==> config.mk <==
export PLATFORM = sky130hd
export DESIGN_NAME = lcdseq_top
export DESIGN_NICKNAME = d
export VERILOG_FILES = /design/src/rtl/lcdseq_pkg.sv /design/src/rtl/lcdseq_regs.sv /design/src/rtl/lcdseq_fetch.sv /design/src/rtl/lcdseq_lut.sv /design/src/rtl/lcdseq_top.sv
export SDC_FILE = /design/constraint.sdc
export NUM_CORES = 2
export LEC_CHECK = 0
export ABC_CLOCK_PERIOD_IN_PS = 4200
export BUFFER_PORTS_ARGS = -buffer_cell sky130_fd_sc_hd__buf_2
export CAP_MARGIN = 20
export CORE_ASPECT_RATIO = 0.6
export CORE_MARGIN = 5
export CORE_UTILIZATION = 50
export CTS_CLUSTER_SIZE = 12
export DETAILED_ROUTE_END_ITERATION = 8
export MAX_ROUTING_LAYER = met4
export PLACE_DENSITY = 0.66
export SYNTH_ARGS = -nofsm -noshare
export SYNTH_HDL_FRONTEND = slang
export SYNTH_SLANG_ARGS = --single-unit
==> constraint.sdc <==
create_clock -name clk -period 4.2 [get_ports clk]
set_input_delay 0.84 -clock clk [delete_from_list [all_inputs] [get_ports clk]]
set_output_delay 0.84 -clock clk [all_outputs]
set_load 0.01 [all_outputs]
==> src/rtl/lcdseq_pkg.sv <==
package lcdseq_pkg;

   typedef enum logic [1:0] {
      LD_BOTH = 2'b00,
      LD_PAL  = 2'b01,
      LD_FRM  = 2'b10,
      LD_FRMX = 2'b11
   } ld_mode_e;

   typedef enum logic [1:0] {
      S_IDLE,
      S_PAL,
      S_FRM,
      S_HOLD
   } seq_st_e;

   // status bit positions
   localparam int ST_DONE  = 0;
   localparam int ST_VSYNC = 1;
   localparam int ST_SYNC  = 2;
   localparam int ST_ACB   = 3;
   localparam int ST_LINE  = 4;
   localparam int ST_FUF   = 5;
   localparam int ST_LPAL  = 6;
   localparam int NST      = 7;

   localparam int PAL_MAX_WORDS = 128;
   localparam int COLOR_W       = 12;

   // palette length in 32-bit words for a header depth code
   function automatic int pal_words(input logic [3:0] code);
      if (code == 4'd3)      return 128;
      else if (code < 4'd3)  return 64;
      else                   return 8;
   endfunction

endpackage

==> src/rtl/lcdseq_regs.sv <==
module lcdseq_regs
   import lcdseq_pkg::*;
(
   input  logic        clk,
   input  logic        rst_n,
   input  logic        ctrl_we,
   input  logic [31:0] ctrl_wdata,
   input  logic        stat_we,
   input  logic [31:0] stat_wdata,
   input  logic        busy,
   input  logic        done_evt,
   input  logic        lpal_evt,
   input  logic        ev_vsync,
   input  logic        ev_line,
   input  logic        ev_acb,
   input  logic        ev_fuf,
   input  logic        ev_sync,
   output logic        en,
   output logic [1:0]  mode,
   output logic [31:0] ctrl_q,
   output logic [31:0] stat_q,
   output logic        irq
);
   logic [NST-1:0] ie;
   logic [NST-1:0] st_r;
   logic           en_rise, en_fall;
   logic           unused_wd;

   assign unused_wd = ^{ctrl_wdata[31:22], ctrl_wdata[19:8],
                        stat_wdata[31:7], stat_wdata[5], stat_wdata[2:0]};

   assign en_rise = ctrl_we &  ctrl_wdata[0] & ~en;
   assign en_fall = ctrl_we & ~ctrl_wdata[0] &  en;

   always_ff @(posedge clk or negedge rst_n) begin
      if (!rst_n) begin
         en   <= 1'b0;
         ie   <= '0;
         mode <= 2'b00;
      end else if (ctrl_we) begin
         en   <= ctrl_wdata[0];
         ie   <= ctrl_wdata[NST:1];
         mode <= ctrl_wdata[21:20];
      end
   end

   always_ff @(posedge clk or negedge rst_n) begin
      if (!rst_n) begin
         st_r <= '0;
      end else begin
         // completion: cleared only by a fresh enable
         if (en_rise)       st_r[ST_DONE] <= 1'b0;
         else if (done_evt) st_r[ST_DONE] <= 1'b1;
         // write-one-to-clear event bits
         if (ev_vsync)                               st_r[ST_VSYNC] <= 1'b1;
         else if (stat_we && stat_wdata[ST_VSYNC])   st_r[ST_VSYNC] <= 1'b0;
         if (ev_line)                                st_r[ST_LINE]  <= 1'b1;
         else if (stat_we && stat_wdata[ST_LINE])    st_r[ST_LINE]  <= 1'b0;
         if (ev_acb)                                 st_r[ST_ACB]   <= 1'b1;
         else if (stat_we && stat_wdata[ST_ACB])     st_r[ST_ACB]   <= 1'b0;
         // error bits: cleared by disabling
         if (en_fall)               st_r[ST_FUF]  <= 1'b0;
         else if (ev_fuf && busy)   st_r[ST_FUF]  <= 1'b1;
         if (en_fall)               st_r[ST_SYNC] <= 1'b0;
         else if (ev_sync && busy)  st_r[ST_SYNC] <= 1'b1;
         // palette loaded
         if (lpal_evt)
            st_r[ST_LPAL] <= 1'b1;
         else if (en_fall ||
                  (stat_we && stat_wdata[ST_LPAL] && mode == LD_PAL))
            st_r[ST_LPAL] <= 1'b0;
      end
   end

   assign ctrl_q = {10'd0, mode, 12'd0, ie, en};
   assign stat_q = {{(32-NST){1'b0}}, st_r};
   assign irq    = |(st_r & ie);

endmodule

==> src/rtl/lcdseq_fetch.sv <==
module lcdseq_fetch
   import lcdseq_pkg::*;
#(
   parameter int FRAME_WORDS = 320
) (
   input  logic        clk,
   input  logic        rst_n,
   input  logic        en,
   input  logic [1:0]  mode,
   input  logic        dma_valid,
   input  logic [31:0] dma_data,
   output logic        dma_req,
   output logic        busy,
   output logic        px_valid,
   output logic [31:0] px_data,
   output logic        done_evt,
   output logic        lpal_evt,
   output logic        wr_en,
   output logic [6:0]  wr_pair,
   output logic [COLOR_W-1:0] wr_lo,
   output logic [COLOR_W-1:0] wr_hi,
   output logic [3:0]  depth_code
);
   localparam int CMAX  = (FRAME_WORDS > PAL_MAX_WORDS) ? FRAME_WORDS : PAL_MAX_WORDS;
   localparam int CNT_W = $clog2(CMAX + 1);
   localparam logic [CNT_W-1:0] FRM_LAST = CNT_W'(FRAME_WORDS - 1);

   seq_st_e          st;
   ld_mode_e         run_mode;
   logic [CNT_W-1:0] cnt, pal_len;
   logic             take, pal_last, frm_last;

   assign dma_req  = (st == S_PAL) || (st == S_FRM);
   assign busy     = (st != S_IDLE);
   assign take     = dma_req & dma_valid;
   assign pal_last = (cnt != '0) && (cnt == pal_len - 1'b1);
   assign frm_last = (cnt == FRM_LAST);

   assign px_valid = (st == S_FRM) & dma_valid;
   assign px_data  = dma_data;

   assign done_evt = ((st == S_FRM) && take && frm_last && !en) ||
                     ((st == S_HOLD) && !en);
   assign lpal_evt = (st == S_PAL) && take && pal_last;

   assign wr_en   = (st == S_PAL) && take;
   assign wr_pair = cnt[6:0];
   assign wr_lo   = dma_data[COLOR_W-1:0];
   assign wr_hi   = dma_data[16+COLOR_W-1:16];

   always_ff @(posedge clk or negedge rst_n) begin
      if (!rst_n) begin
         st         <= S_IDLE;
         run_mode   <= LD_BOTH;
         cnt        <= '0;
         pal_len    <= '0;
         depth_code <= 4'd0;
      end else begin
         unique case (st)
            S_IDLE: if (en) begin
               cnt      <= '0;
               run_mode <= ld_mode_e'(mode);
               st       <= (mode == LD_BOTH || mode == LD_PAL) ? S_PAL : S_FRM;
            end
            S_PAL: if (take) begin
               if (cnt == '0) begin
                  depth_code <= dma_data[15:12];
                  pal_len    <= CNT_W'(pal_words(dma_data[15:12]));
               end
               if (pal_last) begin
                  cnt <= '0;
                  st  <= (run_mode == LD_PAL) ? S_HOLD : S_FRM;
               end else begin
                  cnt <= cnt + 1'b1;
               end
            end
            S_FRM: if (take) begin
               if (frm_last) begin
                  cnt <= '0;
                  if (!en) st <= S_IDLE;
               end else begin
                  cnt <= cnt + 1'b1;
               end
            end
            S_HOLD: if (!en) st <= S_IDLE;
            default: st <= S_IDLE;
         endcase
      end
   end

endmodule

==> src/rtl/lcdseq_lut.sv <==
module lcdseq_lut
   import lcdseq_pkg::*;
#(
   parameter int READ_REG = 1
) (
   input  logic               clk,
   input  logic               wr_en,
   input  logic [6:0]         wr_pair,
   input  logic [COLOR_W-1:0] wr_lo,
   input  logic [COLOR_W-1:0] wr_hi,
   input  logic [7:0]         rd_addr,
   output logic [COLOR_W-1:0] rd_color
);
   localparam int PAIRS = 128;

   logic [COLOR_W-1:0] bank_ev [PAIRS];
   logic [COLOR_W-1:0] bank_od [PAIRS];
   logic [COLOR_W-1:0] rd_raw;

   always_ff @(posedge clk) begin
      if (wr_en) begin
         bank_ev[wr_pair] <= wr_lo;
         bank_od[wr_pair] <= wr_hi;
      end
   end

   assign rd_raw = rd_addr[0] ? bank_od[rd_addr[7:1]] : bank_ev[rd_addr[7:1]];

   generate
      if (READ_REG != 0) begin : g_rd_reg
         always_ff @(posedge clk) rd_color <= rd_raw;
      end else begin : g_rd_comb
         assign rd_color = rd_raw;
      end
   endgenerate

endmodule

==> src/rtl/lcdseq_top.sv <==
module lcdseq_top
   import lcdseq_pkg::*;
#(
   parameter int FRAME_WORDS = 320,
   parameter int READ_REG    = 1
) (
   input  logic        clk,
   input  logic        rst_n,
   input  logic        ctrl_we,
   input  logic [31:0] ctrl_wdata,
   input  logic        stat_we,
   input  logic [31:0] stat_wdata,
   output logic [31:0] ctrl_q,
   output logic [31:0] stat_q,
   output logic        irq,
   output logic        dma_req,
   input  logic        dma_valid,
   input  logic [31:0] dma_data,
   output logic        px_valid,
   output logic [31:0] px_data,
   input  logic        ev_vsync,
   input  logic        ev_line,
   input  logic        ev_acb,
   input  logic        ev_underflow,
   input  logic        ev_sync_lost,
   output logic [3:0]  depth_code,
   input  logic [7:0]  lut_addr,
   output logic [11:0] lut_color
);
   generate
      if (FRAME_WORDS < 2) begin : g_bad_frame
         $error("lcdseq_top: FRAME_WORDS must be at least 2");
      end
      if (READ_REG != 0 && READ_REG != 1) begin : g_bad_rd
         $error("lcdseq_top: READ_REG must be 0 or 1");
      end
   endgenerate

   logic               en, busy, done_evt, lpal_evt, wr_en;
   logic [1:0]         mode;
   logic [6:0]         wr_pair;
   logic [COLOR_W-1:0] wr_lo, wr_hi;

   lcdseq_regs u_regs (
      .clk        (clk),
      .rst_n      (rst_n),
      .ctrl_we    (ctrl_we),
      .ctrl_wdata (ctrl_wdata),
      .stat_we    (stat_we),
      .stat_wdata (stat_wdata),
      .busy       (busy),
      .done_evt   (done_evt),
      .lpal_evt   (lpal_evt),
      .ev_vsync   (ev_vsync),
      .ev_line    (ev_line),
      .ev_acb     (ev_acb),
      .ev_fuf     (ev_underflow),
      .ev_sync    (ev_sync_lost),
      .en         (en),
      .mode       (mode),
      .ctrl_q     (ctrl_q),
      .stat_q     (stat_q),
      .irq        (irq)
   );

   lcdseq_fetch #(.FRAME_WORDS(FRAME_WORDS)) u_fetch (
      .clk        (clk),
      .rst_n      (rst_n),
      .en         (en),
      .mode       (mode),
      .dma_valid  (dma_valid),
      .dma_data   (dma_data),
      .dma_req    (dma_req),
      .busy       (busy),
      .px_valid   (px_valid),
      .px_data    (px_data),
      .done_evt   (done_evt),
      .lpal_evt   (lpal_evt),
      .wr_en      (wr_en),
      .wr_pair    (wr_pair),
      .wr_lo      (wr_lo),
      .wr_hi      (wr_hi),
      .depth_code (depth_code)
   );

   lcdseq_lut #(.READ_REG(READ_REG)) u_lut (
      .clk      (clk),
      .wr_en    (wr_en),
      .wr_pair  (wr_pair),
      .wr_lo    (wr_lo),
      .wr_hi    (wr_hi),
      .rd_addr  (lut_addr),
      .rd_color (lut_color)
   );

endmodule

==> metrics.txt <==
status finished clean; Post-synth EDFFs 3072; startpoint of the worst-slack reg-to-reg timing path u_fetch.st[1]; number of antenna-violating nets in the routed design 0; detailed-route vias per instance 6.540; primary flip-flop cell chosen by synthesis mapping edfxtp_1; critical-path maximum fanout 24; M3 GR Usage 8.249%; Placeable Area 238600 sq um; via count of the first global-routing pass 58290; crit path DAT 3.81 ns; Most Used Layer, Global Route met1; library cell with the largest summed area after synthesis edfxtp_1; fraction of met2 tracks used by global routing 34.42%; instance area after placement 126600 sq um; power density relative to cell area 468.7 nW/um^2; element type at the critical path start register; shortest period the worst path allows 3.329 ns; met1 Usage GRT 39.91%; flip-flop and latch count after synthesis 3121; combinational group share of total power 6.5%; RSZ-0062 raised after global routing false; f_max 300.4 MHz; total setup violations reported at the end of the flow 0; effective utilization at floorplan 50.13%; global-route usage over all layers 26.07%; buffer type at the clock tree root clkbuf_16; number of antenna violations at the first check in global routing 23; Critical Path End Type register; asr flop ratio synth 1.186%; floorplan die width 641.4 microns; reported max-cap violation count 0; clk sinks 3121; worst flop-to-flop path endpoint u_lut.bank_ev[28][1]; R2R Setup Slk 0.87 ns; final global-route overflow total 0; Die H 388.9 microns; post-CTS clock slew at the launch and capture registers of the worst setup and hold paths 0.06 ns; # resized after CTS 0; buffers added on ports 123; clock latency at the later pin of the worst-skew pair 0.86 ns; cells on worst reg2reg path 8; post-synthesis cell area 119600 sq um; layout filler cell count 17270; classification of the worst-slack hold path in -> reg; I/O pin count 229; clock tree from TritonCTS done; Lkg Pwr 42.67 nW; DRT iter0 DRCs 9091; worst hold path cell count 2; fraction of power consumed by the clock network 39.0%; first-pass GRT wire length 446900 microns; Post-Layout Inst Area 135200 sq um; DR pass1 iterations 8; Net count, final 6085; net switching component of the power 13.73 mW; pin count of the biggest net entering global routing 128; final-layout setup total negative slack 0 ns; peak supply drop 0.0003850 V; count of cell types in the netlist 66; internal power 49.62 mW; post-DP HPWL 195000 microns; worst clock skew 0.04040 ns; cell row count 139; Max-Slew Margin vs Limit 22.14%; Hold Path End u_regs.st_r[3]; number of clock buffers inserted by TritonCTS 307; weighted congestion at the end of routability-driven global placement 0.9283; slew of the pin with the lowest slew margin 1.168 ns; period utilization 79.26%; proportion of total power due to net switching 21.68%; average cell area after synthesis 22.00 sq um; final hold viol count 0; average detailed-routed wire length per instance 34.45 microns; Post-Syn Instances 5437; required time reported for the critical path endpoint 4.68 ns; highest-count cells in the layout ignoring fill and taps 3072 x edfxtp_1, 671 x mux4_2, 401 x buf_4; count of pins over their slew limit 0; critical path class reg -> reg; number of vias in the routed layout 60360; post-CTS setup buffer count 0; area overhead of the layout relative to synthesis 12.99%; Reg power frac 54.5%; final wirelength 318000 microns; startpoint of the tightest hold check path ev_acb; number of buffers inserted for hold repair after clock tree synthesis 1; top cell type's share of synthesized area 77.12%; clk buf depth 4; Die ar. 249400 sq um; Post-route DRC 0; depth of the CTS H-tree 5; cell types with the largest area share after synthesis edfxtp_1 77%, mux4_2 13%, mux2i_1 1.3%; portion of the post-synthesis area used by sequential elements 78.09%; fraction of layout cells with a size suffix above 1 29.23%; most common library cell in the layout ignoring fill and taps edfxtp_1; warnings from Yosys 0
==> stage by stage <==
stage	cells	worst slack [ns]	util [%]	power, mW	hold slack, ns
after floorplan	5483	0.9054	-	37.18	0.4730
after global placement	8822	0.1760	53.07	39.19	0.4841
after detailed placement	8823	0.1342	53.08	39.28	0.4963
after CTS	9217	0.8795	56.62	63.70	0.1096
after global routing	9224	0.7093	56.64	65.27	0.1412
final	9230	0.8712	56.64	63.35	0.1681
==> worst max path at each step <==
stage | from | endpoint | slack [ns] | depth (start not counted)
final | u_fetch.st[1] | u_lut.bank_ev[28][1] | 0.87 | 8
after global routing | u_fetch.st[1] | u_lut.bank_od[18][11] | 0.71 | 8
after CTS | u_fetch.st[1] | u_lut.bank_od[18][11] | 0.88 | 8
after detailed placement | lut_addr[1] | u_lut.rd_color[9] | 0.13 | 11
after global placement | lut_addr[1] | u_lut.rd_color[7] | 0.18 | 9
after floorplan | u_fetch.cnt[4] | u_lut.bank_ev[120][0] | 0.91 | 5
==> kinds of logic (layout without fill, tap and decap cells) <==
family / Yosys count / count (layout) / synth area share [%]
other: 1 / 57 / 0.003135
muxes: 874 / 874 / 14.38
xor gates and xnor gates: 3 / 3 / 0.02197
buffers and inverters: 411 / 976 / 1.970
AOI/OAI and AO/OA: 634 / 634 / 3.937
DFF: 3121 / 3121 / 78.09
adders and majority gates: 7 / 7 / 0.07322
and+or+nand+nor: 386 / 386 / 1.516
==> sequential cells by signal, summed over array words and instances, names as in the netlist <==
register,count
u_regs.ie,7
u_lut.rd_color,12
u_fetch.pal_len,3
u_regs.en,1
u_fetch.st,2
u_fetch.depth_code,4
u_fetch.cnt,9
u_regs.mode,2
u_fetch.run_mode,2
u_lut.bank_od,1536
u_lut.bank_ev,1536
u_regs.st_r,7
==> worst max-delay path: stages, from the launching register on <==
cell	delay [ns]
dfrtp_1	0.40
inv_1	0.11
ha_1	0.38
nand2_1	0.30
nor2_1	0.29
nand2_1	0.44
buf_4	0.40
nor2_2	0.13
buf_4	0.42
==> metal layers <==
| layer | wire length [microns] | share of wire [%] |
|---|---|---|
| met3 | 42480 | 13 |
| met4 | 7289 | 2.3 |
| met2 | 134600 | 42 |
| met1 | 133600 | 42 |
| met5 | 0 | 0 |
==> cells in the mapped netlist (20+ instances only) <==
cell type  instances
a22o_1            87
o22ai_1           93
o21ai_0           30
a21oi_1           62
nor2_1           166
mux4_2           671
mux2_2            49
buf_4            123
a31oi_1           31
nand2_1           64
clkbuf_1         148
mux2i_1          153
a211oi_1          28
dfrtp_1           37
edfxtp_1        3072
a22oi_1          114
o221ai_1          48
a221oi_1          97
nand3_1           20
nor3_1            51
buf_6             28
buf_1             21
buf_2             68
==> power by group through the flow <==
stage / clock (mW) / sequential [mW] / combinational [mW]
floorplan: 0 / 35.1 / 2.07
global placement: 0 / 35.2 / 4.02
detailed placement: 0 / 35.2 / 4.10
CTS: 25.1 / 34.5 / 4.11
global route: 26.4 / 34.5 / 4.36
finish: 24.7 / 34.5 / 4.14
==> layout make-up <==
type                            count  area [sq um]  area share [%]
Antenna cell                       10         25.02         0.01851
Clock buffer                      373          8227           6.087
Clock inverter                     20         221.5          0.1639
Inverter                           18         67.56         0.04999
Multi-Input combinational cell   1951         24410           18.06
Sequential cell                  3121         93410           69.12
Tap cell                         3172          3969           2.936
Timing Repair Buffer              565          4828           3.572
(Power assumes the default switching activity.)
